===== config.mk =====
export PLATFORM = sky130hd
export DESIGN_NAME = crypto_acl_guard
export DESIGN_NICKNAME = d
export VERILOG_FILES = /design/src/rtl/crypto_acl_guard.sv
export SDC_FILE = /design/constraint.sdc
export NUM_CORES = 1
export LEC_CHECK = 0
export BUFFER_PORTS_ARGS = -buffer_cell sky130_fd_sc_hd__buf_2
export CORE_MARGIN = 5
export CORE_UTILIZATION = 25
export CTS_BUF_LIST = sky130_fd_sc_hd__clkbuf_2 sky130_fd_sc_hd__clkbuf_4 sky130_fd_sc_hd__clkbuf_8
export DETAILED_ROUTE_END_ITERATION = 16
export PLACE_DENSITY = 0.39
export SLEW_MARGIN = 10
export SYNTH_ARGS = -nofsm -noshare
export SYNTH_HDL_FRONTEND = slang
export SYNTH_SLANG_ARGS = --single-unit

===== constraint.sdc =====
create_clock -name clk -period 5 [get_ports clk]
set_input_delay 0.5 -clock clk [delete_from_list [all_inputs] [get_ports clk]]
set_output_delay 0.5 -clock clk [all_outputs]
set_load 0.005 [all_outputs]

===== src/rtl/crypto_acl_guard.sv =====
module crypto_acl_guard #(
  parameter int NUM_REGS    = 8,
  parameter int IMM_W       = 6,
  parameter int NUM_SECRETS = 4,
  parameter logic [NUM_SECRETS*5-1:0] SECRET_ACLS = {5'h1F, 5'h10, 5'h13, 5'h03}
) (
  input  logic             clk,
  input  logic             rst_n,
  input  logic             issue_valid,
  input  logic [4:0]       issue_op,
  input  logic [$clog2(NUM_REGS)-1:0] issue_x,
  input  logic [$clog2(NUM_REGS)-1:0] issue_y,
  input  logic [IMM_W-1:0] issue_imm,
  input  logic             secure_boot,
  input  logic [$clog2(NUM_REGS)-1:0] peek_idx,
  output logic [4:0]       peek_acl,
  output logic             grant,
  output logic             fault,
  output logic [$clog2(NUM_REGS)-1:0] key_idx,
  output logic             sig_held,
  output logic             heavy_secure
);
  localparam int IDX_W = $clog2(NUM_REGS);

  logic [NUM_REGS-1:0][4:0] acl_q;
  logic [IDX_W-1:0] key_q;
  logic sig_q, hs_q;

  logic [4:0] ax, ay, ak, new_acl, sec_acl;
  logic ok, wr, set_key, set_sig, clr_sig, pair_ok;

  assign ax = acl_q[issue_x];
  assign ay = acl_q[issue_y];
  assign ak = acl_q[key_q];
  assign peek_acl = acl_q[peek_idx];
  assign key_idx = key_q;
  assign sig_held = sig_q;
  assign heavy_secure = hs_q;

  assign pair_ok = hs_q ? (ax[1] & ay[1]) : ((|(ax & 5'h1A)) & (|(ay & 5'h0A)));

  always_comb begin
    sec_acl = '0;
    for (int i = 0; i < NUM_SECRETS; i++)
      if (int'(issue_imm) == i) sec_acl = SECRET_ACLS[i*5 +: 5];
  end

  always_comb begin
    ok = 1'b0; wr = 1'b0; new_acl = ax;
    set_key = 1'b0; set_sig = 1'b0; clr_sig = 1'b0;
    case (issue_op)
      5'h00, 5'h05, 5'h06, 5'h07, 5'h08: ok = 1'b1;
      5'h01: begin ok = 1'b1; wr = 1'b1; new_acl = ay; end
      5'h02, 5'h04: begin ok = 1'b1; wr = 1'b1; new_acl = hs_q ? 5'h03 : 5'h1F; end
      5'h03: ok = hs_q ? ax[1] : |(ax & 5'h0A);
      5'h0A: begin ok = (issue_imm[4:0] & ~ax) == 5'h0; wr = 1'b1; new_acl = issue_imm[4:0]; end
      5'h0B, 5'h0D, 5'h0F: begin ok = pair_ok; wr = 1'b1; new_acl = ay; end
      5'h0C: ok = hs_q ? ax[1] : |(ax & 5'h1A);
      5'h0E, 5'h12, 5'h13: begin ok = !hs_q && ax[4]; wr = 1'b1; new_acl = ay; end
      5'h10: begin ok = int'(issue_imm) < NUM_SECRETS; wr = 1'b1; new_acl = sec_acl; end
      5'h11: begin ok = 1'b1; set_key = 1'b1; end
      5'h14, 5'h15: begin ok = 1'b1; wr = 1'b1; new_acl = ak & ay; end
      5'h16: begin ok = secure_boot; set_sig = 1'b1; end
      5'h17: begin ok = sig_q; wr = 1'b1; new_acl = 5'h03; end
      5'h18: begin ok = sig_q; clr_sig = 1'b1; end
      default: ok = 1'b0;
    endcase
  end

  wire go = issue_valid && ok;

  always_ff @(posedge clk) begin
    if (!rst_n) begin
      acl_q <= '0;
      key_q <= '0;
      sig_q <= 1'b0;
      hs_q  <= 1'b0;
      grant <= 1'b0;
      fault <= 1'b0;
    end else begin
      grant <= go;
      fault <= issue_valid && !ok;
      if (go && wr) acl_q[issue_x] <= new_acl;
      if (go && set_key) key_q <= issue_x;
      if (go && set_sig) begin sig_q <= 1'b1; hs_q <= 1'b1; end
      if (go && clr_sig) sig_q <= 1'b0;
    end
  end

  AST_ONE_ANSWER: assert property (@(posedge clk) disable iff (!rst_n)
    issue_valid |=> (grant ^ fault));
  AST_NO_SPURIOUS: assert property (@(posedge clk) disable iff (!rst_n)
    !issue_valid |=> !(grant || fault));
  AST_FAULT_FREEZE: assert property (@(posedge clk) disable iff (!rst_n)
    fault |-> (acl_q == $past(acl_q) && key_q == $past(key_q)
               && sig_q == $past(sig_q) && hs_q == $past(hs_q)));
  AST_BAD_OPCODE: assert property (@(posedge clk) disable iff (!rst_n)
    (issue_valid && (issue_op == 5'h09 || issue_op > 5'h18)) |=> fault);
  AST_HS_STICKY: assert property (@(posedge clk) disable iff (!rst_n)
    hs_q |=> hs_q);
  AST_SIG_NEEDED: assert property (@(posedge clk) disable iff (!rst_n)
    (issue_valid && (issue_op == 5'h17 || issue_op == 5'h18) && !sig_q) |=> fault);
  AST_CHMOD_NARROW: assert property (@(posedge clk) disable iff (!rst_n)
    (issue_valid && issue_op == 5'h0A && (issue_imm[4:0] & ~acl_q[issue_x]) != 5'h0) |=> fault);
  AST_HS_NO_REV: assert property (@(posedge clk) disable iff (!rst_n)
    (issue_valid && hs_q && (issue_op == 5'h0E || issue_op == 5'h12 || issue_op == 5'h13)) |=> fault);
endmodule


==> results.cfg, run 1 <==
[clocking]
clock_tree_from_tritoncts = yes
cts.sinks = 47
clock_tree.buffer_depth = 2
post_cts_hold_buffer_count = 0
level_count_of_the_clock_h_tree = 2
clk-insertion-delay-late_ps = 310
cts_inserted_buffers = 5
cts_repair_resize_count = 0
cell_chosen_for_the_clock_root = clkbuf_8
cts.reportedPaths.clkPinSlew_ps = 90
post_cts_buffers = 0

[outcome]
status = finished clean

[global_route]
globalRouteOverflowTotal = 0
antenna_found_initial = 0
number_of_global_route_vias_before_repair = 3202
first_pass_grt_wire_length_um = 19400
grt_util_all_layers_pct = 13.98
grt_start_max_net_pins = 45

[sta]
finalHoldViolations = 0
timing.max_slew.rel_slack_pct = 27.48
setup_total_negative_slack_ps = 0
max_clock_freq_mhz = 295.4
grt_setup_unrepaired = no
min_period_ps = 3385
finalMaxSlewViolations = 0
final_min_period_over_clock_period_pct = 67.70
hold_ws_ps = 506.9
tightest_slew_ps = 1088
setup_viol_count_final = 0
timing.clock.skew_ps = 4.870

[power_and_ir_drop]
power_switching_w = 0.0002319
leakage_nw = 1.386
share_seq_of_total_power_pct = 49.0
swShare_pct = 29.93
power_frac_clock_pct = 32.9
comb_power_share_pct = 18.1
vdd_ir_drop_max_v = 0.00008317
power_density_nw_per_um2 = 184.6
p_int_w = 0.0005430

[route]
final_antenna_net_count = 0
via_count = 3151
number_of_detailed_route_iterations_in_the_first_pass = 4
post-route-drc-count = 0
drt-wirelength-per-cell_um = 21.41
wirelength_um = 12400
routed_via_density = 5.442
drt_iter0_markers = 213

[logic_synthesis]
yosys_most_used_dff = dfxtp_1
syn_area_per_cell_um2 = 10.15
netlist.top_cell.by_area = dfxtp_1
synthesis.yosys.warnings = 0
yosysTopAreaCellShare_pct = 24.46
synth_nets = 403
commonest_cells_in_the_synthesized_netlist = mux2i_1 (63), nand2_1 (54), dfxtp_1 (47)
netlist_top_cells_area = dfxtp_1 (24%), mux4_2 (19%), mux2i_1 (16%), nand2_1 (5.3%), a21oi_4 (3.0%)
most_instantiated_library_cell_after_synthesis = mux2i_1
distinct_cell_type_count_after_synthesis = 66
netlist_area_um2 = 3847
synth-seq-cells = 47
synth_enable_flop_cells = 0
yosysSeqAreaShare_pct = 24.46
synth-async-reset-ratio_pct = 0
syn_inst = 379

[placement]
place.detailed.hpwl_um = 9133
dp.cells = 571
dpl_cell_area_um2 = 4099
placement.io_buffers = 35
gp_congestion = 0.8241

[job]
max-cap-violations = 0

[critical_path]
worstPathArrival_ps = 3560
timing.critical_path.fanout_max = 24
worst-setup-path-type = in2reg
worstSetupStartpointType = input pin
cp.required_ps = 5180
worst_setup_path_end_kind = flop

[floorplanning]
num_io_pins = 36
die_h_um = 134.1
chipWidth_um = 134.1
core_region_area_um2 = 15150
floorplan.initialDensity_pct = 25.40
die-area_um2 = 17970
placement_rows = 45

[finish]
final_layout_size_suffix_gt1_share_pct = 26.09
areaGrowthSynthToFinish_pct = 9.106
post_route_cell_area_um2 = 4198
finalNonFillerCells = 579
num-nets-final = 414
antennaDiodeCount = 0

[hold_path]
hp-class = reg2reg
logic make-up (layout without fill, tap and decap cells):
family / Yosys count / count (layout) / share of synthesized area [%]
multiplexers: 105 / 105 / 38.89
AO/OA/AOI/OAI: 62 / 62 / 14.67
XOR/XNOR: 1 / 1 / 0.2277
flip-flops: 47 / 47 / 24.46
buffers and inverters: 36 / 48 / 5.008
AND/OR/NAND/NOR: 128 / 128 / 16.75
stage by stage:
stage	power, W	setup slack (ps)	utilization, %
floorplan	0.0004911	2460	-
finish	0.0007750	1615	27.72
detailed placement	0.0005303	1250	27.06
global placement	0.0005315	1263	27.06
CTS	0.0007909	1576	27.72
global route	0.0008139	1372	27.72
registers in the layout, summed over array words and instances, names as in the netlist:
register and count:
acl_q 40, fault 1, grant 1, heavy_secure 1
key_idx 3, sig_held 1
worst paths after layout:
path         startpoint   endpoint  slack, ps  cells past startpoint
max          issue_x[2]  acl_q[39]       1620                      8
min           acl_q[22]  acl_q[22]        510                      2
max reg2reg   acl_q[15]  acl_q[39]       1930                      7
min reg2reg   acl_q[22]  acl_q[22]        510                      2
per-layer routing:
layer  GRT usage, %  vias to the layer above  wire length [um]
met2          22.49                       77              5845
li1               -                     1485                 -
met5              0                        -                 0
met1          19.87                     1585              5883
met4          3.054                        0               102
met3          2.213                        4               567
cell type report:
cell class                      count  area (um2)
Clock buffer                        7       90.09
Multi-Input combinational cell    296        2725
Tap cell                          188       235.2
Timing Repair Buffer               36       182.7
Fill cell                        1599       10950
Clock inverter                      1       8.758
Inverter                            4       15.01
Sequential cell                    47       940.9
layout by cell type (no fill, tap or decap), drive strengths merged, types with 6 or more instances in the layout:
cell type / synthesis / final
buf: 17 / 36
a21oi: 12 / 12
clkbuf: 15 / 7
mux2: 7 / 7
o21ai: 6 / 6
mux4: 34 / 34
nand3: 7 / 7
nand2: 55 / 55
nand2b: 7 / 7
nor3: 7 / 7
mux2i: 64 / 64
and3: 7 / 7
nor2: 18 / 18
dfxtp: 47 / 47
critical path, cell delays in order:
cell,delay (ps)
buf_2,430
and4b_1,260
a31o_2,210
nor4_1,450
a222oi_1,220
a311oi_4,1000
a211oi_4,300
mux2i_1,180
power by group through the flow:
stage | combinational [W] | sequential [W] | clock, W
5_1_grt | 0.000153 | 0.000381 | 0.000281
3_3_place_gp | 0.000143 | 0.000389 | 0
6_report | 0.000140 | 0.000380 | 0.000255
4_1_cts | 0.000142 | 0.000380 | 0.000269
2_1_floorplan | 0.000104 | 0.000387 | 0
3_5_place_dp | 0.000141 | 0.000389 | 0
Note: power is estimated with default switching activity, not from simulation.
==> inputs of run 2 (changes only) <==
==> constraint.sdc (replaced) <==
create_clock -name clk -period 3.6 [get_ports clk]
set_input_delay 0.36 -clock clk [delete_from_list [all_inputs] [get_ports clk]]
set_output_delay 0.36 -clock clk [all_outputs]
set_load 0.005 [all_outputs]
==> results.cfg, run 2 (synthesized netlist as in run 1, its figures left out) <==
[outcome]
status = finished clean

[placement]
gp_congestion = 0.8284
place.detailed.hpwl_um = 10030
placement.io_buffers = 35

[sta]
finalHoldViolations = 0
tightest_slew_ps = 692.4
max_clock_freq_mhz = 344.0
setup_total_negative_slack_ps = 0
timing.max_slew.rel_slack_pct = 53.78
min_period_ps = 2907
grt_setup_unrepaired = no
final_min_period_over_clock_period_pct = 80.76
setup_viol_count_final = 0
finalMaxSlewViolations = 0
timing.clock.skew_ps = 12.94

[critical_path]
critPathBufInv = 2
cp_max_stage_cell = nor4_1
timing.critical_path.fanout_max = 24
worstSetupStartpointType = input pin
cp.required_ps = 3790
worst_path_largest_cell_delay_ps = 470
cpLargestDelayFamily = compound AO/OA/AOI/OAI gates
worstPathArrival_ps = 3090
cp_cell_sequence = buf_2, and4b_1, a31o_2, nor4_1, a222oi_1, a311oi_4, buf_4, a21oi_4, mux2i_1
worst-setup-path-type = in2reg
worst_setup_path_end_kind = flop

[route]
number_of_detailed_route_iterations_in_the_first_pass = 4
routed_via_density = 5.464
wirelength_um = 13390
post-route-drc-count = 0
via_count = 3202
drt_iter0_markers = 276
drt-wirelength-per-cell_um = 22.84
final_antenna_net_count = 0

[floorplanning]
placement_rows = 45
floorplan.initialDensity_pct = 25.40
die-area_um2 = 17970
num_io_pins = 36
chipWidth_um = 134.1
die_h_um = 134.1
core_region_area_um2 = 15150

[global_route]
number_of_global_route_vias_before_repair = 3326
first_pass_grt_wire_length_um = 20710
globalRouteOverflowTotal = 0
grt_start_max_net_pins = 44
grt_util_all_layers_pct = 15.13
antenna_found_initial = 0

[finish]
layout_commonest_cell = mux2i_1
final_layout_size_suffix_gt1_share_pct = 27.39
multiInputGateArea_um2 = 2725
register_ranked_first_by_flip_flop_count = acl_q
antennaDiodeCount = 0
largest_register_ff_count = 40
most-common-layout-cells = mux2i_1 (63), nand2_1 (54), dfxtp_1 (47)
areaGrowthSynthToFinish_pct = 10.86
num-nets-final = 422
post-route-util_pct = 28.16
sequential_cell_area_um2 = 940.9
filler_cell_count = 1589

[power_and_ir_drop]
vdd_ir_drop_max_v = 0.0001791
power_frac_clock_pct = 35.9
power_switching_w = 0.0003459
leakage_nw = 1.424
p_int_w = 0.0007968
share_seq_of_total_power_pct = 46.2
comb_power_share_pct = 17.9
power_density_nw_per_um2 = 267.9
swShare_pct = 30.27

[clocking]
post_cts_hold_buffer_count = 0
cell_chosen_for_the_clock_root = clkbuf_8
cts.reportedPaths.clkPinSlew_ps = 100
post_cts_buffers = 0
clock_tree.buffer_depth = 2
clk-insertion-delay-late_ps = 330
level_count_of_the_clock_h_tree = 2
cts_repair_resize_count = 0
cts_inserted_buffers = 5
cts.sinks = 47
clock_tree_from_tritoncts = yes

[job]
max-cap-violations = 0

[hold_path]
hp-class = in2reg
-- run 2: changes by cell type in the layout (fill, tap and decap cells not counted) --
cell        delta
clkbuf_4       -1
bufinv_16      +1
clkinvlp_4     +1
clkbuf_8       -1
clkinv_4       -1
buf_4          +8
-- run 2: area by class of cell --
class,instances,area share (%)
inverters,4,0.3520
repair buffers,44,5.691
clock inverters,2,0.8800
multi-input cells,296,63.89
clock buffers,5,1.613
well taps,188,5.515
flip-flops and latches,47,22.06
-- run 2: path summary, 6_finish.rpt --
check	cells past startpoint	from	slack, ps	to
min	3	issue_valid	410	fault
max reg2reg	8	acl_q[28]	860	acl_q[19]
min reg2reg	2	acl_q[31]	510	acl_q[31]
max	9	issue_x[2]	690	acl_q[19]
-- run 2: power by group through the flow --
stage               clock network, W  registers, W  logic, W
finish                      0.000410      0.000528  0.000205
global route                0.000439      0.000529  0.000221
CTS                         0.000424      0.000528  0.000206
detailed placement                 0      0.000540  0.000205
global placement                   0      0.000540  0.000206
floorplan                          0      0.000538  0.000144
-- run 2: through the flow --
| step | std cells | power (W) | hold slack, ps | setup WS [ps] | instance area, um2 |
|---|---|---|---|---|---|
| 6_report | 586 | 0.001143 | 405.4 | 692.8 | 4265 |
| 5_1_grt | 586 | 0.001189 | 427.8 | 529.0 | 4265 |
| 4_1_cts | 586 | 0.001158 | 385.0 | 688.3 | 4265 |
| 3_5_place_dp | 579 | 0.0007458 | 499.7 | 363.0 | 4159 |
| 3_3_place_gp | 579 | 0.0007467 | 487.0 | 272.4 | 4159 |
| 2_1_floorplan | 379 | 0.0006820 | 459.8 | 1200 | 3847 |
-- run 2: routing by layer --
layer  routed length, um  global-route usage [%]  part of all wire, %
met1                6086                   21.80                   45
met2                6256                   23.22                   47
met3                 872                   3.376                  6.5
met4                 171                   3.337                  1.3
met5                   0                       0                    0
-- run 2: worst reg2reg max path, stage by stage (launching register included) --
cell	delay (ps)
dfxtp_1	400
mux4_1	540
mux2i_1	310
o21a_1	180
o311ai_1	120
a311oi_4	430
buf_4	330
a21oi_4	150
mux2i_1	150
